**src/rtl/sfh_pkg.sv**
```systemverilog
package sfh_pkg;

  localparam logic [2:0] OP_READ   = 3'd0;
  localparam logic [2:0] OP_PROG   = 3'd1;
  localparam logic [2:0] OP_SERASE = 3'd2;
  localparam logic [2:0] OP_BERASE = 3'd3;
  localparam logic [2:0] OP_CERASE = 3'd4;

  localparam logic [1:0] ERR_NONE    = 2'd0;
  localparam logic [1:0] ERR_REQUEST = 2'd1;
  localparam logic [1:0] ERR_TIMEOUT = 2'd2;

  localparam int PAGE_BYTES = 256;

  typedef enum logic [1:0] {FR_WREN, FR_CMD, FR_POLL} sfh_frame_e;

  function automatic logic [7:0] sfh_cmd(input logic [2:0] op);
    case (op)
      OP_READ:   return 8'h03;
      OP_PROG:   return 8'h02;
      OP_SERASE: return 8'h20;
      OP_BERASE: return 8'hD8;
      default:   return 8'hC7;
    endcase
  endfunction

  function automatic logic sfh_modifies(input logic [2:0] op);
    return op != OP_READ;
  endfunction

  function automatic logic sfh_has_data(input logic [2:0] op);
    return (op == OP_READ) || (op == OP_PROG);
  endfunction

  function automatic logic [23:0] sfh_align(input logic [2:0] op, input logic [23:0] a);
    case (op)
      OP_SERASE: return {a[23:12], 12'h000};
      OP_BERASE: return {a[23:16], 16'h0000};
      default:   return a;
    endcase
  endfunction

  function automatic logic sfh_legal(input logic [2:0] op, input logic [23:0] a,
                                     input logic [8:0] len);
    logic [9:0] end_off;
    end_off = {2'b00, a[7:0]} + {1'b0, len};
    if (op > OP_CERASE) return 1'b0;
    if (sfh_has_data(op) && (len == 9'd0 || len > 9'(PAGE_BYTES))) return 1'b0;
    if (op == OP_PROG && end_off > 10'(PAGE_BYTES)) return 1'b0;
    return 1'b1;
  endfunction

  function automatic logic [9:0] sfh_last_idx(input sfh_frame_e fr, input logic [2:0] op,
                                              input logic [8:0] len);
    case (fr)
      FR_WREN: return 10'd0;
      FR_POLL: return 10'd1;
      default: begin
        if (op == OP_CERASE) return 10'd0;
        if (sfh_has_data(op)) return 10'd3 + {1'b0, len};
        return 10'd3;
      end
    endcase
  endfunction

  function automatic logic [7:0] sfh_byte(input sfh_frame_e fr, input logic [2:0] op,
                                          input logic [23:0] a, input logic [9:0] idx,
                                          input logic [7:0] wdata);
    case (fr)
      FR_WREN: return 8'h06;
      FR_POLL: return (idx == 10'd0) ? 8'h05 : 8'h00;
      default: begin
        case (idx)
          10'd0:   return sfh_cmd(op);
          10'd1:   return a[23:16];
          10'd2:   return a[15:8];
          10'd3:   return a[7:0];
          default: return (op == OP_PROG) ? wdata : 8'h00;
        endcase
      end
    endcase
  endfunction

endpackage

```
**src/rtl/sfh_shifter.sv**
```systemverilog
module sfh_shifter #(
  parameter int CLK_DIV = 2
) (
  input  logic       clk,
  input  logic       rst_n,
  input  logic       start,
  input  logic [7:0] tx_byte,
  input  logic       miso,
  output logic       active,
  output logic       byte_done,
  output logic [7:0] rx_byte,
  output logic       sck,
  output logic       mosi
);
  localparam int CW = (CLK_DIV > 1) ? $clog2(CLK_DIV) : 1;
  localparam logic [CW-1:0] DIV_LAST = CW'(CLK_DIV - 1);

  logic [CW-1:0] cnt;
  logic [2:0]    bits;
  logic [7:0]    sh;
  logic          phase_end;

  assign phase_end = (cnt == DIV_LAST);
  assign mosi      = sh[7];

  always_ff @(posedge clk or negedge rst_n) begin
    if (!rst_n) begin
      active    <= 1'b0;
      byte_done <= 1'b0;
      rx_byte   <= 8'h00;
      sck       <= 1'b0;
      sh        <= 8'h00;
      cnt       <= '0;
      bits      <= 3'd0;
    end else begin
      byte_done <= 1'b0;
      if (start && !active) begin
        active <= 1'b1;
        sh     <= tx_byte;
        cnt    <= '0;
        sck    <= 1'b0;
        bits   <= 3'd0;
      end else if (active) begin
        if (phase_end) begin
          cnt <= '0;
          if (!sck) begin
            sck     <= 1'b1;
            rx_byte <= {rx_byte[6:0], miso};
          end else begin
            sck <= 1'b0;
            if (bits == 3'd7) begin
              active    <= 1'b0;
              byte_done <= 1'b1;
            end else begin
              bits <= bits + 3'd1;
              sh   <= {sh[6:0], 1'b0};
            end
          end
        end else begin
          cnt <= cnt + CW'(1);
        end
      end
    end
  end

  a_r1_byte_ends_low: assert property (@(posedge clk) disable iff (!rst_n)
    byte_done |-> !sck);

endmodule

```
**src/rtl/sfh_gap_timer.sv**
```systemverilog
module sfh_gap_timer #(
  parameter int CS_GAP = 4
) (
  input  logic clk,
  input  logic rst_n,
  input  logic cs_n,
  output logic gap_ok
);
  localparam int GW = $clog2(CS_GAP + 1) + 1;
  localparam logic [GW-1:0] GAP_MIN = GW'(CS_GAP);

  logic [GW-1:0] high_cnt;

  assign gap_ok = (high_cnt >= GAP_MIN);

  always_ff @(posedge clk or negedge rst_n) begin
    if (!rst_n)        high_cnt <= '0;
    else if (!cs_n)    high_cnt <= '0;
    else if (!gap_ok)  high_cnt <= high_cnt + GW'(1);
  end

endmodule

```
**src/rtl/sfh_sequencer.sv**
```systemverilog
module sfh_sequencer
  import sfh_pkg::*;
#(
  parameter int POLL_LIMIT = 1000
) (
  input  logic        clk,
  input  logic        rst_n,
  input  logic        req_valid,
  output logic        req_ready,
  input  logic [2:0]  req_op,
  input  logic [23:0] req_addr,
  input  logic [8:0]  req_len,
  input  logic [7:0]  wr_data,
  output logic        wr_take,
  output logic        rd_valid,
  output logic [7:0]  rd_data,
  output logic        done,
  output logic        err,
  output logic [1:0]  err_code,
  output logic        cs_n,
  input  logic        gap_ok,
  output logic        sh_start,
  output logic [7:0]  sh_tx,
  input  logic        sh_done,
  input  logic [7:0]  sh_rx
);
  localparam int PW = $clog2(POLL_LIMIT + 1);
  localparam logic [PW-1:0] POLL_LAST = PW'(POLL_LIMIT - 1);

  typedef enum logic [2:0] {S_IDLE, S_GAP, S_LOAD, S_WAIT, S_END} state_e;

  state_e      state;
  sfh_frame_e  frame;
  logic [2:0]  op_q;
  logic [23:0] addr_q;
  logic [8:0]  len_q;
  logic [9:0]  idx;
  logic [PW-1:0] poll_cnt;
  logic        stat_busy;
  logic        wren_sent;

  logic        req_legal;
  logic [9:0]  last_idx;
  logic        frame_last_byte;
  logic        is_data_byte;

  assign req_ready       = (state == S_IDLE);
  assign req_legal       = sfh_legal(req_op, req_addr, req_len);
  assign last_idx        = sfh_last_idx(frame, op_q, len_q);
  assign frame_last_byte = (idx == last_idx);
  assign is_data_byte    = (frame == FR_CMD) && (idx >= 10'd4);
  assign sh_start        = (state == S_LOAD);
  assign sh_tx           = sfh_byte(frame, op_q, addr_q, idx, wr_data);
  assign wr_take         = sh_start && is_data_byte && (op_q == OP_PROG);

  always_ff @(posedge clk or negedge rst_n) begin
    if (!rst_n) begin
      state     <= S_IDLE;
      frame     <= FR_WREN;
      op_q      <= OP_READ;
      addr_q    <= 24'h0;
      len_q     <= 9'd0;
      idx       <= 10'd0;
      poll_cnt  <= '0;
      stat_busy <= 1'b0;
      wren_sent <= 1'b0;
      cs_n      <= 1'b1;
      done      <= 1'b0;
      err       <= 1'b0;
      err_code  <= ERR_NONE;
      rd_valid  <= 1'b0;
      rd_data   <= 8'h00;
    end else begin
      done     <= 1'b0;
      err      <= 1'b0;
      rd_valid <= 1'b0;
      case (state)
        S_IDLE: begin
          wren_sent <= 1'b0;
          if (req_valid) begin
            if (req_legal) begin
              op_q     <= req_op;
              addr_q   <= sfh_align(req_op, req_addr);
              len_q    <= req_len;
              frame    <= sfh_modifies(req_op) ? FR_WREN : FR_CMD;
              err_code <= ERR_NONE;
              state    <= S_GAP;
            end else begin
              err      <= 1'b1;
              err_code <= ERR_REQUEST;
            end
          end
        end
        S_GAP: begin
          if (gap_ok) begin
            cs_n  <= 1'b0;
            idx   <= 10'd0;
            state <= S_LOAD;
          end
        end
        S_LOAD: state <= S_WAIT;
        S_WAIT: begin
          if (sh_done) begin
            if (is_data_byte && op_q == OP_READ) begin
              rd_valid <= 1'b1;
              rd_data  <= sh_rx;
            end
            if (frame == FR_POLL && idx == 10'd1) stat_busy <= sh_rx[0];
            if (frame_last_byte) begin
              cs_n  <= 1'b1;
              state <= S_END;
            end else begin
              idx   <= idx + 10'd1;
              state <= S_LOAD;
            end
          end
        end
        S_END: begin
          case (frame)
            FR_WREN: begin
              wren_sent <= 1'b1;
              frame     <= FR_CMD;
              state     <= S_GAP;
            end
            FR_CMD: begin
              if (sfh_modifies(op_q)) begin
                frame    <= FR_POLL;
                poll_cnt <= '0;
                state    <= S_GAP;
              end else begin
                done  <= 1'b1;
                state <= S_IDLE;
              end
            end
            default: begin
              if (!stat_busy) begin
                done  <= 1'b1;
                state <= S_IDLE;
              end else if (poll_cnt == POLL_LAST) begin
                err      <= 1'b1;
                err_code <= ERR_TIMEOUT;
                state    <= S_IDLE;
              end else begin
                poll_cnt <= poll_cnt + PW'(1);
                state    <= S_GAP;
              end
            end
          endcase
        end
        default: state <= S_IDLE;
      endcase
    end
  end

  // a refused request leaves the bus untouched
  a_r7_reject_stays_idle: assert property (@(posedge clk) disable iff (!rst_n)
    (state == S_IDLE && req_valid && !req_legal) |=> (state == S_IDLE && cs_n));

  // chip select only falls once the gap timer agrees
  a_r10_gap_before_fall: assert property (@(posedge clk) disable iff (!rst_n)
    $fell(cs_n) |-> $past(gap_ok));

  // a modifying command frame opens only after its enable frame
  a_r2_wren_first: assert property (@(posedge clk) disable iff (!rst_n)
    ($fell(cs_n) && frame == FR_CMD && sfh_modifies(op_q)) |-> wren_sent);

  // write bytes are consumed only inside a program frame
  a_r5_take_in_program: assert property (@(posedge clk) disable iff (!rst_n)
    wr_take |-> (op_q == OP_PROG && frame == FR_CMD && !cs_n));

  // completion and failure never coincide
  a_r9_done_err_apart: assert property (@(posedge clk) disable iff (!rst_n)
    !(done && err));

  // a timeout only follows the final permitted poll
  a_r9_timeout_at_limit: assert property (@(posedge clk) disable iff (!rst_n)
    (err && err_code == ERR_TIMEOUT) |-> (poll_cnt == POLL_LAST));

endmodule

```
**src/rtl/spi_flash_host.sv**
```systemverilog
module spi_flash_host #(
  parameter int CLK_DIV    = 2,
  parameter int CS_GAP     = 4,
  parameter int POLL_LIMIT = 1000
) (
  input  logic        clk,
  input  logic        rst_n,
  input  logic        req_valid,
  output logic        req_ready,
  input  logic [2:0]  req_op,
  input  logic [23:0] req_addr,
  input  logic [8:0]  req_len,
  input  logic [7:0]  wr_data,
  output logic        wr_take,
  output logic        rd_valid,
  output logic [7:0]  rd_data,
  output logic        done,
  output logic        err,
  output logic [1:0]  err_code,
  output logic        spi_cs_n,
  output logic        spi_sck,
  output logic        spi_mosi,
  input  logic        spi_miso
);
  logic       gap_ok;
  logic       sh_start;
  logic [7:0] sh_tx;
  logic       sh_active;
  logic       sh_done;
  logic [7:0] sh_rx;

  sfh_gap_timer #(.CS_GAP(CS_GAP)) u_gap (
    .clk    (clk),
    .rst_n  (rst_n),
    .cs_n   (spi_cs_n),
    .gap_ok (gap_ok)
  );

  sfh_shifter #(.CLK_DIV(CLK_DIV)) u_shift (
    .clk       (clk),
    .rst_n     (rst_n),
    .start     (sh_start),
    .tx_byte   (sh_tx),
    .miso      (spi_miso),
    .active    (sh_active),
    .byte_done (sh_done),
    .rx_byte   (sh_rx),
    .sck       (spi_sck),
    .mosi      (spi_mosi)
  );

  sfh_sequencer #(.POLL_LIMIT(POLL_LIMIT)) u_seq (
    .clk       (clk),
    .rst_n     (rst_n),
    .req_valid (req_valid),
    .req_ready (req_ready),
    .req_op    (req_op),
    .req_addr  (req_addr),
    .req_len   (req_len),
    .wr_data   (wr_data),
    .wr_take   (wr_take),
    .rd_valid  (rd_valid),
    .rd_data   (rd_data),
    .done      (done),
    .err       (err),
    .err_code  (err_code),
    .cs_n      (spi_cs_n),
    .gap_ok    (gap_ok),
    .sh_start  (sh_start),
    .sh_tx     (sh_tx),
    .sh_done   (sh_done),
    .sh_rx     (sh_rx)
  );

  // serial clock rests low outside a frame
  a_r1_sck_low_idle: assert property (@(posedge clk) disable iff (!rst_n)
    spi_cs_n |-> !spi_sck);

  // no byte starts while the previous one is still shifting
  a_r1_no_overlap: assert property (@(posedge clk) disable iff (!rst_n)
    sh_start |-> !sh_active);

endmodule

```
**config.mk**
```make
export PLATFORM = sky130hd
export DESIGN_NAME = spi_flash_host
export DESIGN_NICKNAME = d
export VERILOG_FILES = /design/src/rtl/sfh_pkg.sv /design/src/rtl/sfh_shifter.sv /design/src/rtl/sfh_gap_timer.sv /design/src/rtl/sfh_sequencer.sv /design/src/rtl/spi_flash_host.sv
export SDC_FILE = /design/constraint.sdc
export NUM_CORES = 1
export LEC_CHECK = 0
export BUFFER_PORTS_ARGS = -buffer_cell sky130_fd_sc_hd__buf_2
export CAP_MARGIN = 20
export CORE_MARGIN = 1.5
export CORE_UTILIZATION = 35
export CTS_CLUSTER_SIZE = 28
export DETAILED_ROUTE_END_ITERATION = 8
export HOLD_SLACK_MARGIN = 0.12
export PLACE_DENSITY_LB_ADDON = 0.25
export SLEW_MARGIN = 40
export SYNTH_ARGS = -nofsm -noshare
export SYNTH_HDL_FRONTEND = slang
export SYNTH_HIERARCHICAL = 1
export SYNTH_SLANG_ARGS = --single-unit
```
**constraint.sdc**
```tcl
create_clock -name clk -period 2.9 [get_ports clk]
set_input_delay 0.58 -clock clk [delete_from_list [all_inputs] [get_ports clk]]
set_output_delay 0.58 -clock clk [all_outputs]
set_load 0.005 [all_outputs]
```
Word level (Yosys, flattened, before mapping)
Index checks and enable logic that the tools add are counted.
W data, S select, Z words.
- flip-flop bits (word level): 103
- input bits: 48
- $add $sub $neg: 7
- magnitude comparators: 5
- eq/ne operators: 34
- multiplexer cells: 104
- bitwise gates (word level): 3
- reductions and logical operators: 40
- operators by type and width (operator ; count):
    $mux W10 ; 10
    $pmux W8 S4 ; 2
    $pmux W10 S2 ; 3
    $mux W1 ; 52
    $mux W8 ; 6
    $mux W3 ; 12
    $pmux W16 S2 ; 1
    $add A10 B1 Y10 const B ; 2
    $eq A10 B2 Y1 const B ; 2
    $reduce_and A4 Y1 ; 5
    $eq A3 B2 Y1 const B ; 6
    $pmux W8 S2 ; 1
    $pmux W3 S5 ; 1
    $reduce_and A5 Y1 ; 3
    $mux W2 ; 7
    $ne A2 B2 Y1 const B ; 7
    $ne A2 B1 Y1 const B ; 6
    $pmux W2 S2 ; 3
    $reduce_bool A2 Y1 ; 6
    $add A2 B9 Y10 const A ; 1
    $add A8 B9 Y10 ; 1
    $eq A10 B1 Y1 const B ; 1
    $eq A10 B10 Y1 ; 1
    $eq A10 B10 Y1 const B ; 1
    29 further kinds ; 53

Depth between registers and ports, before layout
- depth in word-level cells: 13
- depth in mapped cells: 12
- mapped depth without buffers: 10

By module
The synthesis kept the hierarchy.
- modules (own cells, without submodules) (module ; times used ; cells each ; area an instance (um^2) ; seq. area each (um^2)):
    sfh_sequencer ; 1 ; 508 ; 4712.0 ; 1903.1
    sfh_shifter ; 1 ; 77 ; 999.7 ; 575.6
    sfh_gap_timer ; 1 ; 15 ; 177.7 ; 100.1

Worst setup path before layout
Ideal clock, no wire load.
- path type: input to register
- start: input req_addr[0]
- end: register u_seq.len_q[7]
- setup time: 0.125 ns
- arrival time: 2.883 ns
- setup slack: -0.107 ns
- stages: 12
- buffers on the path: 2
- path through: ha_1 inv_1 fa_1 nor2b_1 o21bai_1 and4_1 o31ai_1 a31oi_1 nor3b_1 buf_2 buf_4 mux2_2
- longest elaborated chain between the ends: 10
- elaborated cells between the ends (all ways): 11
- classes of those cells: add/sub: 1; order compare: 1; mux: 7; reduce/logical: 2
- ends and longest elaborated chain (item ; RTL line ; source):
    start, declared ; spi_flash_host.sv:11 ; input logic [23:0] req_addr,
    $add A8 B9 Y10 (*) ; sfh_pkg.sv:46 ; end_off = {2'b00, a[7:0]} + {1'b0, len};
    $gt A10 B9 Y1 (*) ; sfh_pkg.sv:49 ; if (op == OP_PROG && end_off > 10'(PAGE_BYTES)) return 1'b0;
    $logic_and A1 B1 Y1 (*) ; sfh_pkg.sv:49 ;
    $mux W1 (2 in a row) ; sfh_pkg.sv:49 ;
    $mux W1 ; sfh_pkg.sv:48 ; if (sfh_has_data(op) && (len == 9'd0 || len > 9'(PAGE_BYTES))) return 1'b0;
    $mux W1 (*) ; sfh_pkg.sv:50 ; return 1'b1;
    $mux W1 (*) ; sfh_pkg.sv:49 ;
    $mux W1 (*) ; sfh_pkg.sv:48 ;
    $reduce_and A3 Y1 (no line) (*) ; n/a ;
    end signal, assigned ; sfh_sequencer.sv:84 ; len_q <= req_len;
    end, declared ; sfh_sequencer.sv:36 ; logic [8:0] len_q;
Mark *: on every way between the ends. The rest lies on a longest branch, timed or not. The select of a mux whose other input is x is not followed.
A chain may end at the register's enable or synchronous reset.

Worst setup path in the final report
- start: input req_addr[0]
- end: register u_seq.addr_q[7]
- longest elaborated chain between the ends: 10
- elaborated cells between the ends (all ways): 11
- classes of those cells: add/sub: 1; order compare: 1; mux: 7; reduce/logical: 2
- ends and longest elaborated chain (item ; RTL line ; source):
    $add A8 B9 Y10 (*) ; sfh_pkg.sv:46 ;
    $gt A10 B9 Y1 (*) ; sfh_pkg.sv:49 ;
    $logic_and A1 B1 Y1 (*) ; sfh_pkg.sv:49 ;
    $mux W1 (2 in a row) ; sfh_pkg.sv:49 ;
    $mux W1 ; sfh_pkg.sv:48 ;
    $mux W1 (*) ; sfh_pkg.sv:50 ;
    $mux W1 (*) ; sfh_pkg.sv:49 ;
    $mux W1 (*) ; sfh_pkg.sv:48 ;
    $reduce_and A3 Y1 (no line) (*) ; n/a ;
    end signal, assigned ; sfh_sequencer.sv:83 ; addr_q <= sfh_align(req_op, req_addr);
    end, declared ; sfh_sequencer.sv:35 ; logic [23:0] addr_q;
Marks and branches as above.

==> flow_metrics.tcl <==
set metrics [dict create \
    yosys.area_share.simple 0.197 \
    fmax_mhz 362 \
    maxSlewViolCount 0 \
    cts_tree "done" \
    antenna_cells 0 \
    synthAdderAreaFrac 0.0395 \
    criticalPathCategory "input port to register" \
    cp-end-kind "register" \
    p_per_area_mw_per_mm2 416 \
    synth-seq-area-share 0.438 \
    ys_seq_elements 103 \
    synthesis.nets 666 \
    layout_setup_ws_ns 0.134 \
    place_congestion 0.843 \
    vias_per_cell 5.29 \
    initial_core_util 0.356 \
    via_count 4815 \
    fin_crit_sh 0.954 \
    grt_pass1_wl_um 24000 \
    switching_power_w 0.000696 \
    comb_power_share 0.068 \
    synth_top_cell_area_share 0.433 \
    io_pins 66 \
    hold_path.class "input port to async pin" \
    drt_iter0_markers 223 \
    seqPwrFrac 0.494 \
    die_area_mm2 0.0176 \
    place_ws_ns -0.240 \
    core.rowCount 47 \
    switching_share 0.240 \
    clk_path_buf_depth 2 \
    synth_compound_area_frac 0.130 \
    hold_viol 0 \
    drive_gt1_frac 0.254 \
    grt_overflow 0 \
    p_clk_frac 0.437 \
    skew_ns 0.0110 \
    die_w_um 133 \
    relSlewSlack 0.527 \
    crit_fanout 12 \
    firstDrtPassIters 5 \
    utilization 0.423 \
    critPathRequiredTime_ns 3.17 \
    cts_made_buffers 9 \
    synth-main-ff-cell "dfrtp_1" \
    grt_pass1_vias 4842 \
    antenna_left 0 \
    portBuffers 65 \
    cp.arrival_ns 3.04 \
    clk_pin_slew_ns 0.07 \
    holdBufCountCts 0 \
    synth_mux_area_frac 0.122 \
    grt_max_degree 64 \
    power_leakage_nw 3.40 \
    die_h_um 133 \
    layout.nets 751 \
    tightest_slew_ns 0.706 \
    clockRootBuffer "clkbuf_16" \
    drt-total-wl_um 14300 \
    synthXorXnorAreaFrac 0.0283 \
    cts.sinks 103 \
    yosys.area.top_type "dfrtp_1" \
    grt_use_total 0.170 \
    ir_drop_mv 0.292 \
    syn_inst 600 \
    avgSynthCellArea_um2 9.82 \
    finalSetupViolCount 0 \
    synth_area_leaders "dfrtp_1 (43%), mux2_2 (7.5%), mux2i_1 (4.8%), nand2_1 (4.0%), ha_1 (3.6%)" \
    ys_types 69 \
    synthArstFlopShare 1.00 \
    synth_top_family_by_area "simple AND/OR/NAND/NOR gates" \
    dp.cells 892 \
    placed_area_mm2 0.00663 \
    synth_area_mm2 0.00589 \
    ys_top_cells_by_count "dfrtp_1 (102), nand2_1 (63), mux2_2 (39), inv_1 (38), nor2_1 (35)" \
    start_kind "input port" \
    post_drt_wl_per_cell_um 15.7 \
    final_cells 910 \
    dp_hpwl_um 10600 \
    drc 0 \
    cap_violations 0 \
    finalCriticalPeriod_ns 2.77 \
    area_delta_synth_final_pct 18.6 \
    antenna_found_initial 0 \
    htree_levels 3 \
    synth_edf_count 0 \
    run_status "complete, no violations" \
    p_int_w 0.00221 \
    clock_latency_ns 0.36 \
    yosysMostFrequentCell "dfrtp_1" \
    yosysWarnings 6 \
    design_area_mm2 0.00699 \
    core_area_mm2 0.0165 \
]
## state kept, by name, indices dropped and copies added (netlist names), 4 cells and up
name             count
u_seq/len_q          9
u_seq/idx           10
u_seq/rd_data        8
u_seq/addr_q        24
u_gap/high_cnt       4
u_shift/rx_byte      8
u_seq/poll_cnt      10
u_shift/sh           8
## placed cells by master (no fill, tap or decap), drive strengths merged, types with 13 or more instances in the layout
cell type  count
a21oi         23
and2          13
and3          13
buf           96
dfrtp        102
ha            17
inv           41
mux2          39
mux2i         28
nand2         63
nand3         18
nor2          35
nor3          14
o21ai         36
## critical path: stages
cell      delay, ns
buf_2          0.10
ha_1           0.17
inv_1          0.06
fa_2           0.35
nor2b_2        0.14
o21bai_1       0.14
and4_1         0.23
o31ai_2        0.23
a31oi_1        0.11
nor3b_2        0.20
buf_4          0.17
buf_12         0.15
buf_4          0.19
mux2i_1        0.21
## power groups by stage
stage	clock network [W]	registers (W)	logic, W
after floorplan	0	0.00146	0.0000805
after global placement	0	0.00146	0.000196
after detailed placement	0	0.00147	0.000198
after CTS	0.00131	0.00144	0.000199
after global routing	0.00137	0.00144	0.000225
final	0.00127	0.00144	0.000198
## through the flow
stage               total power, W  hold slack [ns]  setup TNS (ns)
floorplan                  0.00155            0.284               0
global placement           0.00166            0.486           -3.97
detailed placement         0.00166            0.491           -7.23
CTS                        0.00295            0.345               0
global route               0.00303            0.243         -0.0271
finish                     0.00291            0.187               0
## layout make-up
class	count	area (um2)
clock inverter	7	90.1
sequential	103	2580
tap	220	275
multi-input combinational	436	3060
inverter	38	143
fill	1605	9540
clock buffer	9	225
timing repair buffer	97	614
## timing repair
item,4_1_cts,5_1_grt
resized for setup,0,2
setup buffers,0,1
setup endpoints to repair,0,34
## final timing paths
kind                            slack (ns)              from            endpoint  depth (start not counted)
worst max register to register        0.18    u_seq/len_q[0]        u_seq/idx[3]                          9
max in group asynchronous             2.06             rst_n          u_seq/cs_n                          2
worst min register to register        0.50  u_seq/rd_data[4]    u_seq/rd_data[4]                          1
min in group clk                      0.46          spi_miso  u_shift/rx_byte[0]                          2
worst min-delay path                  0.19             rst_n    u_seq/rd_data[5]                          1
worst max-delay path                  0.13       req_addr[0]     u_seq/addr_q[7]                         14
## logic make-up (layout without fill, tap and decap cells)
group,Yosys count,count (layout)
simple gates,215,215
flops,103,103
compound gates,117,117
xor+xnor,19,19
mux,67,67
buf+inv,61,151
fa+ha+maj,18,18
## per-layer routing
| metal | global-route usage | vias to the layer above | wire length [um] |
|---|---|---|---|
| met2 | 0.280 | 89 | 6930 |
| met3 | 0.0364 | 10 | 500 |
| met4 | 0.0397 | 0 | 138 |
| li1 | - | 2325 | - |
| met5 | 0 | - | 0 |
| met1 | 0.229 | 2391 | 6710 |
No activity file was read; power rests on OpenSTA's default activity.
